## config.mk

```make
export PLATFORM = sky130hd
export DESIGN_NAME = therm_enc_top
export DESIGN_NICKNAME = d
export VERILOG_FILES = /design/src/rtl/therm_enc_pkg.sv /design/src/rtl/therm_enc_ctrl.sv /design/src/rtl/therm_enc_datapath.sv /design/src/rtl/therm_enc_top.sv
export SDC_FILE = /design/constraint.sdc
export NUM_CORES = 1
export LEC_CHECK = 0
export ABC_AREA = 1
export ABC_CLOCK_PERIOD_IN_PS = 1200
export BUFFER_PORTS_ARGS = -buffer_cell sky130_fd_sc_hd__clkbuf_2
export CORE_AREA = 5 5 42 44
export CTS_CLUSTER_DIAMETER = 40
export DETAILED_ROUTE_END_ITERATION = 16
export DIE_AREA = 0 0 47 49
export PLACE_DENSITY = 0.62
export SLEW_MARGIN = 20
export SYNTH_ARGS = -nofsm -noshare
export SYNTH_HDL_FRONTEND = slang
export SYNTH_SLANG_ARGS = --single-unit
```

## constraint.sdc

```tcl
create_clock -name clk -period 1.2 [get_ports clk]
set_input_delay 0.12 -clock clk [delete_from_list [all_inputs] [get_ports clk]]
set_output_delay 0.12 -clock clk [all_outputs]
set_load 0.05 [all_outputs]
```

## src/rtl/therm_enc_pkg.sv

```systemverilog
package therm_enc_pkg;

  typedef enum logic [1:0] {
    FMT_STRAIGHT = 2'b00,
    FMT_OFFSET   = 2'b01,
    FMT_TWOS     = 2'b10,
    FMT_GRAY     = 2'b11
  } fmt_e;

  // Strobes from control to datapath
  typedef struct packed {
    logic capture;
    logic clear;
  } ctrlStrobes_t;

endpackage

```

## src/rtl/therm_enc_ctrl.sv

```systemverilog
module therm_enc_ctrl
  import therm_enc_pkg::*;
(
  input  logic         clk,
  input  logic         rst,
  input  logic         sampleEn,
  output ctrlStrobes_t strobes,
  output logic         codeValid
);

  always_comb begin
    strobes.clear   = rst;
    strobes.capture = sampleEn & ~rst;
  end

  always_ff @(posedge clk) begin
    if (rst) codeValid <= 1'b0;
    else     codeValid <= sampleEn;
  end

  // a strobe yields valid on the next cycle
  a_r3_valid_after_strobe: assert property (@(posedge clk) disable iff (rst)
    sampleEn |=> codeValid);
  // no strobe, no valid
  a_r4_no_valid_without_strobe: assert property (@(posedge clk) disable iff (rst)
    !sampleEn |=> !codeValid);

endmodule

```

## src/rtl/therm_enc_datapath.sv

```systemverilog
module therm_enc_datapath
  import therm_enc_pkg::*;
#(
  parameter int N = 3
) (
  input  logic             clk,
  input  ctrlStrobes_t     strobes,
  input  logic [(2**N)-2:0] thermIn,
  input  logic [1:0]       fmtSel,
  output logic [N-1:0]     codeOut,
  output logic             overRange
);

  localparam int M = (2**N) - 1;

  logic [M+1:0]  extWord;
  logic [M-1:0]  cleanWord;
  logic [N-1:0]  binCode;
  logic [N-1:0]  fmtCode;
  fmt_e          fmt;

  // Pad: 1 below bit 0, 0 above top bit
  assign extWord = {1'b0, thermIn, 1'b1};

  // Bubble suppression by three-input majority
  for (genvar g = 0; g < M; g++) begin : gMaj
    assign cleanWord[g] = (extWord[g]   & extWord[g+1]) |
                          (extWord[g]   & extWord[g+2]) |
                          (extWord[g+1] & extWord[g+2]);
  end

  // Highest cleaned bit search
  always_comb begin
    binCode = '0;
    for (int i = 0; i < M; i++) begin
      if (cleanWord[i]) binCode = N'(i + 1);
    end
  end

  // Output format selection
  always_comb begin
    fmt = fmt_e'(fmtSel);
    unique case (fmt)
      FMT_STRAIGHT: fmtCode = binCode;
      FMT_OFFSET:   fmtCode = binCode;
      FMT_TWOS:     fmtCode = {~binCode[N-1], binCode[N-2:0]};
      FMT_GRAY:     fmtCode = binCode ^ (binCode >> 1);
      default:      fmtCode = binCode;
    endcase
  end

  always_ff @(posedge clk) begin
    if (strobes.clear) begin
      codeOut   <= '0;
      overRange <= 1'b0;
    end else if (strobes.capture) begin
      codeOut   <= fmtCode;
      overRange <= cleanWord[M-1];
    end
  end

  // reset clears the output register
  a_r1_clear_outputs: assert property (@(posedge clk)
    strobes.clear |=> (codeOut == '0 && !overRange));
  // hold without strobe
  a_r4_hold_code: assert property (@(posedge clk) disable iff (strobes.clear)
    !strobes.capture |=> ($stable(codeOut) && $stable(overRange)));
  // overrange agrees with full-scale search result
  a_r9_overrange_full_scale: assert property (@(posedge clk) disable iff (strobes.clear)
    strobes.capture |=> (overRange == ($past(binCode) == {N{1'b1}})));
  // two's complement flips the position MSB
  a_r6_twos_msb: assert property (@(posedge clk) disable iff (strobes.clear)
    (strobes.capture && fmtSel == FMT_TWOS) |=> (codeOut[N-1] != $past(binCode[N-1])));

endmodule

```

## src/rtl/therm_enc_top.sv

```systemverilog
module therm_enc_top
  import therm_enc_pkg::*;
#(
  parameter int N = 3
) (
  input  logic              clk,
  input  logic              rst,
  input  logic              sampleEn,
  input  logic [(2**N)-2:0] thermIn,
  input  logic [1:0]        fmtSel,
  output logic [N-1:0]      codeOut,
  output logic              codeValid,
  output logic              overRange
);

  ctrlStrobes_t strobes;

  therm_enc_ctrl ctrl_i (
    .clk       (clk),
    .rst       (rst),
    .sampleEn  (sampleEn),
    .strobes   (strobes),
    .codeValid (codeValid)
  );

  therm_enc_datapath #(.N(N)) dp_i (
    .clk       (clk),
    .strobes   (strobes),
    .thermIn   (thermIn),
    .fmtSel    (fmtSel),
    .codeOut   (codeOut),
    .overRange (overRange)
  );

endmodule

```

==> impl_metrics.prom <==
# TYPE chip_impl_metric gauge
chip_impl_metric{name="report.final.hold_viol_count",unit=""} 0
chip_impl_info{name="path_type_of_the_worst_setup_path",value="reg2out"} 1
chip_impl_metric{name="wire_length_of_the_first_global_routing_pass",unit="µm"} 1220
chip_impl_metric{name="fp.coreArea",unit="mm²"} 0.00140
chip_impl_metric{name="viasPerCell",unit=""} 4.23
chip_impl_metric{name="ratio_of_cells_with_drive_above_1_in_the_final_layout",unit="%"} 33.3
chip_impl_metric{name="ant_nets",unit=""} 0
chip_impl_metric{name="globalRouteOverflowTotal",unit=""} 0
chip_impl_metric{name="critPathMaxStageDelay",unit="ns"} 0.32
chip_impl_metric{name="timing.final.crit_period",unit="ns"} 0.960
chip_impl_metric{name="worst-path-max-fanout",unit=""} 2
chip_impl_metric{name="cp_data_arrival_time",unit="ns"} 0.84
chip_impl_metric{name="synth_area_per_cell",unit="µm²"} 5.92
chip_impl_metric{name="synth_largest_type_area_fraction",unit="%"} 27.2
chip_impl_metric{name="drt-initial-drc-count",unit=""} 11
chip_impl_metric{name="port_buffers",unit=""} 16
chip_impl_metric{name="final.setup.tns",unit="ns"} 0
chip_impl_info{name="timing.hold.worst.start",value="sampleEn"} 1
chip_impl_metric{name="firstDrtPassIters",unit=""} 4
chip_impl_info{name="hold_class",value="in2reg"} 1
chip_impl_metric{name="yosys_warnings",unit=""} 0
chip_impl_metric{name="initial_core_utilization",unit="%"} 26.6
chip_impl_metric{name="synth_compound_gate_area_share",unit="%"} 11.1
chip_impl_metric{name="clkSlewWorstSetupHoldPaths",unit="ns"} 0.04
chip_impl_metric{name="synth.mux.area_fraction",unit="%"} 0
chip_impl_metric{name="post_route_cell_area",unit="µm²"} 507
chip_impl_info{name="list_of_cells_traversed_by_the_critical_path",value="clkbuf_2"} 1
chip_impl_metric{name="hpwlAfterDp",unit="µm"} 681
chip_impl_metric{name="finalSetupViolations",unit=""} 0
chip_impl_metric{name="utilization",unit="%"} 36.2
chip_impl_metric{name="min_delay_path_depth",unit=""} 2
chip_impl_info{name="tritoncts",value="done"} 1
chip_impl_metric{name="wl_final",unit="µm"} 762
chip_impl_metric{name="cap_violations",unit=""} 0
chip_impl_metric{name="timing.max_slew.rel_slack",unit="%"} 81.5
chip_impl_info{name="terminating_pin_of_the_worst_hold_path",value="dp_i.overRange"} 1
chip_impl_metric{name="die_area",unit="mm²"} 0.00230
chip_impl_metric{name="synthArstFlopShare",unit="%"} 0
chip_impl_metric{name="vdd_ir_drop_max",unit="mV"} 0.231
chip_impl_metric{name="rows",unit=""} 14
chip_impl_metric{name="timing.reg2reg.setup_slack",unit="ns"} 0.57
chip_impl_info{name="dominant_combinational_cell_family_by_area_after_synthesis",value="simple AND/OR/NAND/NOR gates"} 1
chip_impl_metric{name="synth_xor_area_share",unit="%"} 0
chip_impl_metric{name="cts_hold_buffers",unit=""} 0
chip_impl_metric{name="wire_per_inst",unit="µm"} 7.62
chip_impl_metric{name="max_slew.worst_pin.slew",unit="ns"} 0.279
chip_impl_metric{name="routability_driven_placement_congestion_ratio",unit=""} 0.714
chip_impl_metric{name="final_nets",unit=""} 97
chip_impl_info{name="synthTopCellsByArea",value="sky130_fd_sc_hd__nand2_1 (27%), sky130_fd_sc_hd__dfxtp_1 (27%), sky130_fd_sc_hd__inv_1 (9.1%)"} 1
chip_impl_metric{name="ctsLongestPathBuffers",unit=""} 2
chip_impl_metric{name="clock-skew-final",unit="ns"} 0
chip_impl_metric{name="synthesized_nets",unit=""} 75
chip_impl_info{name="outcome",value="complete, no violations"} 1
chip_impl_metric{name="cp.required",unit="ns"} 1.08
chip_impl_metric{name="cts_buf_count",unit=""} 3
chip_impl_metric{name="detail_route.drc_violations",unit=""} 0
chip_impl_info{name="ys_top_cells_by_count",value="sky130_fd_sc_hd__nand2_1 (27), sky130_fd_sc_hd__inv_1 (9), sky130_fd_sc_hd__dfxtp_1 (5), sky130_fd_sc_hd__nor2_1 (4), sky130_fd_sc_hd__nand3_1 (3)"} 1
chip_impl_info{name="end_kind",value="primary output"} 1
chip_impl_info{name="unrepaired_setup_endpoints_after_global_routing",value="no"} 1
chip_impl_metric{name="power_leakage",unit="nW"} 0.292
chip_impl_metric{name="synth_seq_area_share",unit="%"} 26.8
chip_impl_metric{name="yosys.area_share.simple",unit="%"} 52.0
chip_impl_info{name="post-synth-top-count-cell",value="sky130_fd_sc_hd__nand2_1"} 1
chip_impl_info{name="reg2reg_to",value="dp_i.codeOut[0]"} 1
chip_impl_metric{name="post_cts_buffers",unit=""} 0
chip_impl_metric{name="grtUsageTotal",unit="%"} 7.25
chip_impl_metric{name="clock.fmax",unit="MHz"} 1040
chip_impl_metric{name="synth-seq-cells",unit=""} 5
chip_impl_metric{name="post_synth_inst_count",unit=""} 63
chip_impl_metric{name="clk_latency",unit="ns"} 0.24
chip_impl_metric{name="grt_pass1_vias",unit=""} 320
chip_impl_metric{name="post_synthesis_cell_area",unit="µm²"} 373
chip_impl_metric{name="total_power_density_per_cell_area",unit="mW/mm²"} 1070
chip_impl_metric{name="cts_num_sinks",unit=""} 5
chip_impl_metric{name="count_of_cells_along_the_worst_register_to_register_path",unit=""} 4
chip_impl_metric{name="fin_crit_sh",unit="%"} 80.0
chip_impl_info{name="clock-root-buffer",value="sky130_fd_sc_hd__clkbuf_4"} 1
chip_impl_info{name="yosys.area.top_type",value="sky130_fd_sc_hd__nand2_1"} 1
chip_impl_info{name="kind_of_cell_adding_the_most_delay_to_the_critical_path",value="flip-flops"} 1
chip_impl_metric{name="grt_start_max_net_pins",unit=""} 6
chip_impl_metric{name="synth_fa_ha_area_share",unit="%"} 0
chip_impl_metric{name="number_of_pins_with_negative_max_slew_slack_in_the_final_report",unit=""} 0
chip_impl_metric{name="synthToLayoutAreaGrowth",unit="%"} 35.9
chip_impl_metric{name="number_of_antenna_violations_at_the_first_check_in_global_routing",unit=""} 0
chip_impl_info{name="critical_path.slowest_cell",value="sky130_fd_sc_hd__dfxtp_1"} 1
chip_impl_metric{name="via_count",unit=""} 423
chip_impl_metric{name="count_of_flip_flops_with_a_built_in_enable_after_synthesis",unit=""} 0
chip_impl_metric{name="cts_repair_resize_count",unit=""} 0
chip_impl_info{name="reg2reg_from",value="dp_i.codeOut[0]"} 1
chip_impl_info{name="synthFlopType",value="sky130_fd_sc_hd__dfxtp_1"} 1
chip_impl_metric{name="netlist-cell-type-count",unit=""} 17
chip_impl_metric{name="n_antenna_cell",unit=""} 0
chip_impl_metric{name="place_area",unit="µm²"} 480
chip_impl_metric{name="htreeDepth",unit=""} 1
chip_impl_metric{name="design.portCount",unit=""} 17
chip_impl_metric{name="crit_buf_inv",unit=""} 1
chip_impl_info{name="crit_path_start_kind",value="flop"} 1
chip_impl_metric{name="die_y",unit="µm"} 49
chip_impl_metric{name="floorplan.die.width",unit="µm"} 47
chip_impl_metric{name="fin_total_pwr",unit="µW"} 540
-- cell type report --
cell class	instances	area, µm²
inverters	10	37.5
fillers	164	895
multi-input cells	48	235
flip-flops and latches	5	100
well taps	16	20.0
clock buffers	4	26.3
repair buffers	17	87.6
-- how the worst max path moves through the flow --
| stage | slack (ns) | endpoint | startpoint | cells after the start |
|---|---|---|---|---|
| finish | 0.24 | codeOut[2] | dp_i.codeOut[2] | 1 |
| global route | 0.19 | dp_i.codeOut[0] | thermIn[3] | 11 |
| CTS | 0.23 | codeOut[2] | dp_i.codeOut[2] | 1 |
| detailed placement | 0.04 | dp_i.codeOut[0] | thermIn[3] | 11 |
| global placement | 0.07 | dp_i.codeOut[0] | thermIn[3] | 11 |
| floorplan | 0.26 | dp_i.codeOut[2] | thermIn[6] | 6 |
-- cell usage in the layout, fill, tap and decap left out, types with 2 or more instances in the layout --
master and n:
sky130_fd_sc_hd__clkbuf_2 16, sky130_fd_sc_hd__clkbuf_4 3, sky130_fd_sc_hd__dfxtp_1 5, sky130_fd_sc_hd__inv_1 9
sky130_fd_sc_hd__nand2_1 27, sky130_fd_sc_hd__nand2_2 2, sky130_fd_sc_hd__nand3_1 3, sky130_fd_sc_hd__nand3_2 2
sky130_fd_sc_hd__nor2_1 4, sky130_fd_sc_hd__o211ai_1 2
-- state kept, by name, summed over array words and instances (netlist names) --
signal	cells
dp_i.overRange	1
ctrl_i.codeValid	1
dp_i.codeOut	3
-- per-stage QoR --
step | instances | worst slack, ns | hold WS, ns
6_report | 100 | 0.240 | 0.0954
5_1_grt | 100 | 0.190 | 0.103
4_1_cts | 100 | 0.229 | 0.0919
3_5_place_dp | 96 | 0.0409 | 0.346
3_3_place_gp | 96 | 0.0665 | 0.341
2_1_floorplan | 63 | 0.261 | 0.189
-- power by group --
part / internal, mW / switching [mW]
sequential: 0.178 / 0.00447
clock: 0.126 / 0.0662
combinational: 0.0559 / 0.110
-- cell families after synthesis --
kind of cell           count (synthesis)
AO/OA/AOI/OAI                          6
buffers and inverters                 10
flip-flops                             5
AND/OR/NAND/NOR                       42
-- layer usage --
layer  up-vias  part of all wire [%]  global-route usage (%)
met5         -                     0                       0
met4         0                   2.9                    6.91
met3         4                    12                    1.48
met2        17                    40                    8.82
met1       167                    45                    9.87
li1        235                     -                       -
Note: power is estimated with default switching activity, not from simulation.
